--- src/rtl/brResvPkg.sv ---
package brResvPkg;

  typedef enum logic [1:0] {
    KIND_REL  = 2'b00,
    KIND_REG  = 2'b01,
    KIND_UNC  = 2'b10,
    KIND_UNCX = 2'b11
  } brKind_e;

  // Strobes from control to datapath
  typedef struct packed {
    logic load;       // branch accepted this cycle
    logic keep;       // accepted branch is conditional: park it
    logic useReg;     // target comes from the register port
    logic predTaken;  // static guess for the accepted branch
    logic resolve;    // parked branch is evaluated this cycle
  } brStrobe_t;

  function automatic logic staticPredict(brKind_e kind, logic dispNeg, logic flip);
    logic guess;
    case (kind)
      KIND_REL: guess = dispNeg ? ~flip : flip;
      KIND_REG: guess = flip;
      default:  guess = 1'b1;
    endcase
    return guess;
  endfunction

endpackage

--- src/rtl/brResvCtrl.sv ---
module brResvCtrl
  import brResvPkg::*;
(
  input  logic       clk,
  input  logic       rstN,
  input  logic       flush,
  input  logic       brValid,
  input  logic [1:0] brKind,
  input  logic       dispNeg,
  input  logic       brOverride,
  input  logic       regTargetReady,
  input  logic       condValid,
  output logic       brReady,
  output logic       waitStall,
  output brStrobe_t  strobe
);

  brKind_e kind;
  logic occupied;
  logic accept;
  logic isCond;
  logic resolving;

  assign kind = brKind_e'(brKind);

  always_comb begin
    isCond    = (kind == KIND_REL) || (kind == KIND_REG);
    waitStall = brValid && (kind == KIND_REG) && !regTargetReady;
    brReady   = !occupied;
    accept    = brValid && !occupied && !waitStall && !flush;
    resolving = occupied && condValid && !flush;

    strobe.load      = accept;
    strobe.keep      = accept && isCond;
    strobe.useReg    = (kind == KIND_REG);
    strobe.predTaken = staticPredict(kind, dispNeg, brOverride);
    strobe.resolve   = resolving;
  end

  always_ff @(posedge clk) begin
    if (!rstN) begin
      occupied <= 1'b0;
    end else if (flush || resolving) begin
      occupied <= 1'b0;
    end else if (strobe.keep) begin
      occupied <= 1'b1;
    end
  end

  AST_BUSY_BLOCKS_ENTRY: assert property (@(posedge clk) disable iff (!rstN)
    (strobe.keep && !flush) |=> !brReady);

endmodule

--- src/rtl/brResvPath.sv ---
module brResvPath
  import brResvPkg::*;
#(
  parameter int ADDR_W     = 32,
  parameter int DISP_W     = 16,
  parameter int INSN_BYTES = 4
) (
  input  logic              clk,
  input  logic              rstN,
  input  brStrobe_t         strobe,
  input  logic [ADDR_W-1:0] brPc,
  input  logic [DISP_W-1:0] brDisp,
  input  logic [ADDR_W-1:0] regTarget,
  input  logic              condData,
  output logic              predValid,
  output logic              predTaken,
  output logic [ADDR_W-1:0] predAddr,
  output logic              resolve,
  output logic              mispredict,
  output logic [ADDR_W-1:0] fixAddr
);

  localparam int EXT_W = ADDR_W - DISP_W;

  logic [ADDR_W-1:0] relTarget;
  logic [ADDR_W-1:0] target;
  logic [ADDR_W-1:0] fallAddr;

  logic [ADDR_W-1:0] entTarget;
  logic [ADDR_W-1:0] entFall;
  logic              entPred;

  always_comb begin
    relTarget = brPc + {{EXT_W{brDisp[DISP_W-1]}}, brDisp};
    target    = strobe.useReg ? regTarget : relTarget;
    fallAddr  = brPc + ADDR_W'(INSN_BYTES);
  end

  // Parked entry
  always_ff @(posedge clk) begin
    if (!rstN) begin
      entTarget <= '0;
      entFall   <= '0;
      entPred   <= 1'b0;
    end else if (strobe.keep) begin
      entTarget <= target;
      entFall   <= fallAddr;
      entPred   <= strobe.predTaken;
    end
  end

  // Prediction outputs
  always_ff @(posedge clk) begin
    if (!rstN) begin
      predValid <= 1'b0;
      predTaken <= 1'b0;
      predAddr  <= '0;
    end else begin
      predValid <= strobe.load;
      predTaken <= strobe.load && strobe.predTaken;
      if (!strobe.load) begin
        predAddr <= '0;
      end else if (strobe.predTaken) begin
        predAddr <= target;
      end else begin
        predAddr <= fallAddr;
      end
    end
  end

  // Resolution outputs
  always_ff @(posedge clk) begin
    if (!rstN) begin
      resolve    <= 1'b0;
      mispredict <= 1'b0;
      fixAddr    <= '0;
    end else begin
      resolve    <= strobe.resolve;
      mispredict <= strobe.resolve && (condData != entPred);
      if (!strobe.resolve) begin
        fixAddr <= '0;
      end else if (condData) begin
        fixAddr <= entTarget;
      end else begin
        fixAddr <= entFall;
      end
    end
  end

  AST_RESOLVE_SINGLE: assert property (@(posedge clk) disable iff (!rstN)
    resolve |=> !resolve);

  AST_MISPRED_ON_RESOLVE: assert property (@(posedge clk) disable iff (!rstN)
    mispredict |-> resolve);

endmodule

--- src/rtl/brResvUnit.sv ---
module brResvUnit
  import brResvPkg::*;
#(
  parameter int ADDR_W     = 32,
  parameter int DISP_W     = 16,
  parameter int INSN_BYTES = 4
) (
  input  logic              clk,
  input  logic              rstN,
  input  logic              flush,
  input  logic              brValid,
  output logic              brReady,
  input  logic [1:0]        brKind,
  input  logic [ADDR_W-1:0] brPc,
  input  logic [DISP_W-1:0] brDisp,
  input  logic              brOverride,
  input  logic [ADDR_W-1:0] regTarget,
  input  logic              regTargetReady,
  output logic              waitStall,
  input  logic              condValid,
  input  logic              condData,
  output logic              predValid,
  output logic              predTaken,
  output logic [ADDR_W-1:0] predAddr,
  output logic              resolve,
  output logic              mispredict,
  output logic [ADDR_W-1:0] fixAddr
);

  brStrobe_t strobe;

  brResvCtrl uCtrl (
    .clk            (clk),
    .rstN           (rstN),
    .flush          (flush),
    .brValid        (brValid),
    .brKind         (brKind),
    .dispNeg        (brDisp[DISP_W-1]),
    .brOverride     (brOverride),
    .regTargetReady (regTargetReady),
    .condValid      (condValid),
    .brReady        (brReady),
    .waitStall      (waitStall),
    .strobe         (strobe)
  );

  brResvPath #(
    .ADDR_W     (ADDR_W),
    .DISP_W     (DISP_W),
    .INSN_BYTES (INSN_BYTES)
  ) uPath (
    .clk        (clk),
    .rstN       (rstN),
    .strobe     (strobe),
    .brPc       (brPc),
    .brDisp     (brDisp),
    .regTarget  (regTarget),
    .condData   (condData),
    .predValid  (predValid),
    .predTaken  (predTaken),
    .predAddr   (predAddr),
    .resolve    (resolve),
    .mispredict (mispredict),
    .fixAddr    (fixAddr)
  );

  AST_WAIT_NO_PRED: assert property (@(posedge clk) disable iff (!rstN)
    waitStall |=> !predValid);

  AST_UNCOND_TAKEN: assert property (@(posedge clk) disable iff (!rstN)
    (brValid && brReady && brKind[1] && !flush) |=> (predValid && predTaken));

  AST_PRED_AFTER_ACCEPT: assert property (@(posedge clk) disable iff (!rstN)
    predValid |-> $past(brValid && brReady && !flush));

  AST_FLUSH_NO_RESOLVE: assert property (@(posedge clk) disable iff (!rstN)
    flush |=> !resolve);

endmodule

--- config.mk ---
export PLATFORM = sky130hd
export DESIGN_NAME = brResvUnit
export DESIGN_NICKNAME = d
export VERILOG_FILES = /design/src/rtl/brResvPkg.sv /design/src/rtl/brResvCtrl.sv /design/src/rtl/brResvPath.sv /design/src/rtl/brResvUnit.sv
export SDC_FILE = /design/constraint.sdc
export NUM_CORES = 1
export LEC_CHECK = 0
export BUFFER_PORTS_ARGS = -buffer_cell sky130_fd_sc_hd__buf_2
export CAP_MARGIN = 20
export CORE_UTILIZATION = 35
export DETAILED_ROUTE_END_ITERATION = 10
export GPL_TIMING_DRIVEN = 0
export PLACE_DENSITY_LB_ADDON = 0.2
export SYNTH_ARGS = -nofsm -noshare
export SYNTH_HDL_FRONTEND = slang
export SYNTH_SLANG_ARGS = --single-unit
--- constraint.sdc ---
create_clock -name clk -period 3.9 [get_ports clk]
set_input_delay 0.78 -clock clk [delete_from_list [all_inputs] [get_ports clk]]
set_output_delay 0.78 -clock clk [all_outputs]
set_load 0.02 [all_outputs]
[Word-level counts from Yosys, hierarchy flattened]
Cells that the tools add are included.
Word-level totals
  flip-flop bits (word level): 134
  bits in latches: 0
  RAM bits: 0
  bits in read-only memories: 0
  bits of input ports: 90
  output and inout port bits: 70
  word-level logic and storage cells: 41
  memories: 0
Operators by class
  add/subtract/negate cells: 2
  multiply operators: 0
  div/mod/pow operators: 0
  $lt $le $gt $ge: 0
  equal/unequal tests: 2
  shifts and indexed selects: 0
  muxes and demuxes: 5
  bitwise operators: 2
  reductions and logical operators: 20
Operators by type and width (count)
  32-bit 2-to-1 mux: 3
  32-bit by 3-bit adder with 32-bit output (second input constant): 1
  32-bit adder: 1
  1-bit logical AND: 10
  1-bit zero test: 4
  2-bit AND reduction: 2
  2-bit by 1-bit equality test with 1-bit output (second input constant): 1
  2-bit zero test: 1
  1-bit logical OR: 2
  1-bit inverter: 2
  1-bit case mux with 2 select lines: 1
  2-bit OR reduction: 1
  1-bit 2-to-1 mux: 1
  1-bit != test: 1

[Depth between registers and ports, before layout]
  word-level depth: 7
  mapped depth: 10
  mapped depth without buffers: 10

[Modules after synthesis]
From an unflattened synthesis, not the netlist that was laid out.
Unflattened totals
  cell total of the unflattened synthesis: 851
  area total of the unflattened synthesis: 7215.7 µm²
By module, submodules not included
  brResvPath: times used 1, cells each 835, area each 7093.1 µm², seq. area each 2662.6 µm²
  brResvCtrl: times used 1, cells each 16, area each 122.6 µm², seq. area each 20.0 µm²

[Worst setup path before layout]
OpenSTA, ideal clock, no wires.
  kind: input -> register
  start point: in brPc[0]
  end point: reg uPath.predAddr[26]
  setup time: 0.122 ns
  data arrival time: 3.137 ns
  data required time: 3.778 ns
  path slack: 0.641 ns
  stages: 10
  path buffers: 0
  cells stage by stage: ha_1 fa_1 a211oi_1 o21ai_1 a211oi_1 and4bb_1 a21boi_2 o31ai_1 xor2_1 a221o_1
On the way
  cells in the longest elaborated chain, start to end: 3
  elaborated cells on any way between the ends: 4
  those cells by class: add/sub: 2; mux: 2
Ends and longest elaborated chain
  from (decl): line brResvUnit.sv:14  | input logic [ADDR_W-1:0] brPc,
  32-bit adder: line brResvPath.sv:34  | relTarget = brPc + {{EXT_W{brDisp[DISP_W-1]}}, brDisp};
  32-bit 2-to-1 mux: line brResvPath.sv:35  | target = strobe.useReg ? regTarget : relTarget;
  32-bit 2-to-1 mux (*): line brResvPath.sv:63  | end else if (strobe.predTaken) begin
  to (signal assigned): line brResvPath.sv:64  | predAddr <= target;
  to (signal assigned): line brResvPath.sv:66  | predAddr <= fallAddr;
  to (decl): line brResvPath.sv:17  | output logic [ADDR_W-1:0] predAddr,
Every way passes the cells marked *; elsewhere a longest branch is shown, timed or not.
A chain may end at the register's enable or synchronous reset.

[Final worst setup path]
  start point: in brPc[0]
  end point: reg uPath.predAddr[24]
Same word-level chain as after synthesis.

==> out/metrics.csv <==
stage,metric,value,unit
outcome,status,"complete, no violations",
critical_path,worst path required time,4170,ps
pwr,Static Leak,3.91,nW
worst_hold_path,worst min-delay path category,reg2reg,
die,Core ar.,0.0204,mm2
clock_tree,H-tree depth,4,
clock_tree,Sink Count,134,
clock_tree,clk_lat worst skew,420,ps
clock_tree,hold buffers post-CTS,0,
drt,DRT iter0 DRCs,482,
critical_path,critical path class,in2reg,
critical_path,CP max FO,5,
die,# IOs,160,
place,Placement Cell Area,0.00849,mm2
sta,Tcrit/Tclk final,93.8,%
logic_synthesis,Mapped Area,0.00736,mm2
critical_path,Worst EP arrival,3930,ps
logic_synthesis,most common cell in the netlist,nor2_1,
worst_hold_path,Hold Startpoint,uPath.entFall[3],
logic_synthesis,Post-synth ARST share,0,%
finish,Area Overhead vs Synth,23.8,%
critical_path,Worst setup SP type,input pin,
sta,slew margin rel.,45.2,%
sta,RSZ-0062 raised after global routing,no,
drt,drt drc,0,
logic_synthesis,Avg Inst Size Synth,8.27,um2
clock_tree,CTS tree,done,
clock_tree,root buffer cell,clkbuf_16,
sta,Hold WS,455,ps
pwr,PwrDens,424,mW/mm2
drt,Via density,5.23,
finish,NumNets Final,1190,
sta,Setup Viol. Count Final,0,
die,starting density of the core,36.0,%
global_routing,first-pass GRT wire length,37900,um
sta,Worst Skew,6.70,ps
place,placed cell count,1318,
drt,drt wl/cell,18.1,um
logic_synthesis,Synth area leaders,"dfxtp_1 36%, nor2_1 7.6%, ha_1 5.4%",
logic_synthesis,syn_nets,1013,
drt,Routed Antenna Nets,0,
flow_run,Max Cap Violations,0,
finish,layout cell share with drive strength beyond 1,20.5,%
clock_tree,post-CTS sizing,0,
global_routing,largest net degree at the start of global routing,20,
logic_synthesis,#FFs+latches synth,134,
die,die height,147,um
sta,final worst-path setup slack,242,ps
critical_path,Worst setup EP type,flip-flop,
die,die width,147,um
global_routing,initial antenna violation count,2,
sta,max-slew violations,0,
place,dpl ws,-74.0,ps
clock_tree,"Reg clk slew, reported paths",60,ps
die,die area,0.0216,mm2
global_routing,GRT Total Usage,22.8,%
drt,via count,7073,
die,row cnt,52,
finish,Non-Filler Instances,1352,
logic_synthesis,synth cell count leaders,"150 x nor2_1, 134 x dfxtp_1, 65 x nand2_1",
global_routing,number of global-route vias before repair,6633,
logic_synthesis,post-synthesis instance total,890,
clock_tree,CTS Buffer Depth,2,
clock_tree,Num CTS Buffers,17,
sta,post-layout min period,3660,ps
clock_tree,post-CTS setup buffer count,0,
sta,worst slew pin tran,801,ps
logic_synthesis,Netlist cell types,70,
global_routing,global route total overflow,0,
logic_synthesis,"Seq/Total Area, Yosys",36.4,%
critical_path,crit path launch,brPc[0],
logic_synthesis,Post-synth EDFFs,0,
logic_synthesis,Yosys warning count,0,
logic_synthesis,Yosys top cell by area,dfxtp_1,
logic_synthesis,top_reg_cell synth,dfxtp_1,
sta,Fmax achieved,273,MHz
finish,post-route cell area,0.00912,mm2
critical_path,reg-to-reg startpoint,uCtrl.occupied,
place,hpwl dp,19900,um
place,Placer Congestion,0.922,
sta,Setup TNS,0,ps
drt,first-pass iteration count of the detailed router,5,
drt,drt total wl,24400,um
place,Port Buffers,158,
pwr,worst vdd ir,0.305,mV
logic_synthesis,Yosys top cell area share,36.4,%
sta,final hold vios,0,
==> worst max-delay path: stages <==
cell and delay (ps):
buf_2 120, ha_1 250, fa_1 450, a211oi_1 490, o21ai_1 230, a2111oi_2 580, nor4b_4 130, a21oi_2 310
o31ai_2 100, xnor2_1 320, o221ai_1 160
==> layout make-up <==
type / instances / area [um2]
fill: 2132 / 11300
multi-input combinational: 688 / 4390
sequential: 134 / 2680
timing repair buffer: 158 / 791
clock buffer: 25 / 505
tap: 270 / 338
buffer: 57 / 255
clock inverter: 7 / 116
inverter: 11 / 41.3
antenna: 2 / 5.00
==> path summary, 6_finish.rpt <==
path	end	slack [ps]	depth (start not counted)
setup / recovery	uPath.predAddr[24]	240	11
setup reg to reg	uPath.predAddr[17]	1120	7
hold reg to reg	uPath.entFall[3]	460	2
hold / removal	uPath.entFall[3]	460	2
==> report_power, final <==
group	internal (W)	switching, W	leakage [nW]
sequential	0.00142	0.0000240	1.09
combinational	0.000282	0.000483	2.52
clock	0.00109	0.000569	0.303
total	0.00279	0.00108	3.91
==> cell usage in the layout, fill, tap and decap left out, types with 4 or more instances in the layout <==
cell       count
mux2i_1       40
nand2b_1       7
nor2b_1        5
a21o_1        17
o21a_1         4
and3_1        11
o221ai_1       7
clkbuf_8       6
a21oi_1       51
buf_2        160
o21ai_0       44
a211oi_1      50
clkbuf_1      48
a31oi_1       10
dfxtp_1      134
nand4_1        6
and4_1         4
xnor2_1       31
nor3_1        28
o211a_1        4
clkbuf_16     17
ha_1          32
nand3_1       28
nand2_1       65
inv_1         11
nor2_1       150
and2_1         5
a221o_1        4
xor2_1        25
==> sequential cells by signal (all words and copies together), names as in the netlist <==
name              flops
uCtrl.occupied        1
uPath.entPred         1
uPath.predAddr       32
uPath.mispredict      1
uPath.resolve         1
uPath.predTaken       1
uPath.predValid       1
uPath.fixAddr        32
uPath.entTarget      32
uPath.entFall        32
==> cell families (layout without fill, tap and decap cells) <==
kind of cell / count (synthesis) / in the layout / share of synthesized area, %
xor+xnor: 56 / 56 / 6.66
fa+ha+maj: 33 / 33 / 5.71
buf+inv: 68 / 258 / 4.03
other cells: 0 / 2 / 0
flops: 134 / 134 / 36.4
simple gates: 327 / 327 / 20.2
compound gates: 232 / 232 / 21.6
mux: 40 / 40 / 5.44
==> metrics by stage <==
| stage | total power [W] | utilization, % |
|---|---|---|
| after floorplan | 0.00196 | - |
| after global placement | 0.00222 | 41.6 |
| after detailed placement | 0.00222 | 41.6 |
| after CTS | 0.00387 | 44.6 |
| after global routing | 0.00403 | 44.6 |
| final | 0.00386 | 44.6 |
==> per-layer routing <==
layer,up-vias,global-route usage (%),part of all wire (%)
met1,3302,32.2,47
met5,-,0,0
met2,212,36.0,46
li1,3542,-,-
met3,17,3.60,5.6
met4,0,5.82,1.2
No activity file was read; power rests on OpenSTA's default activity.
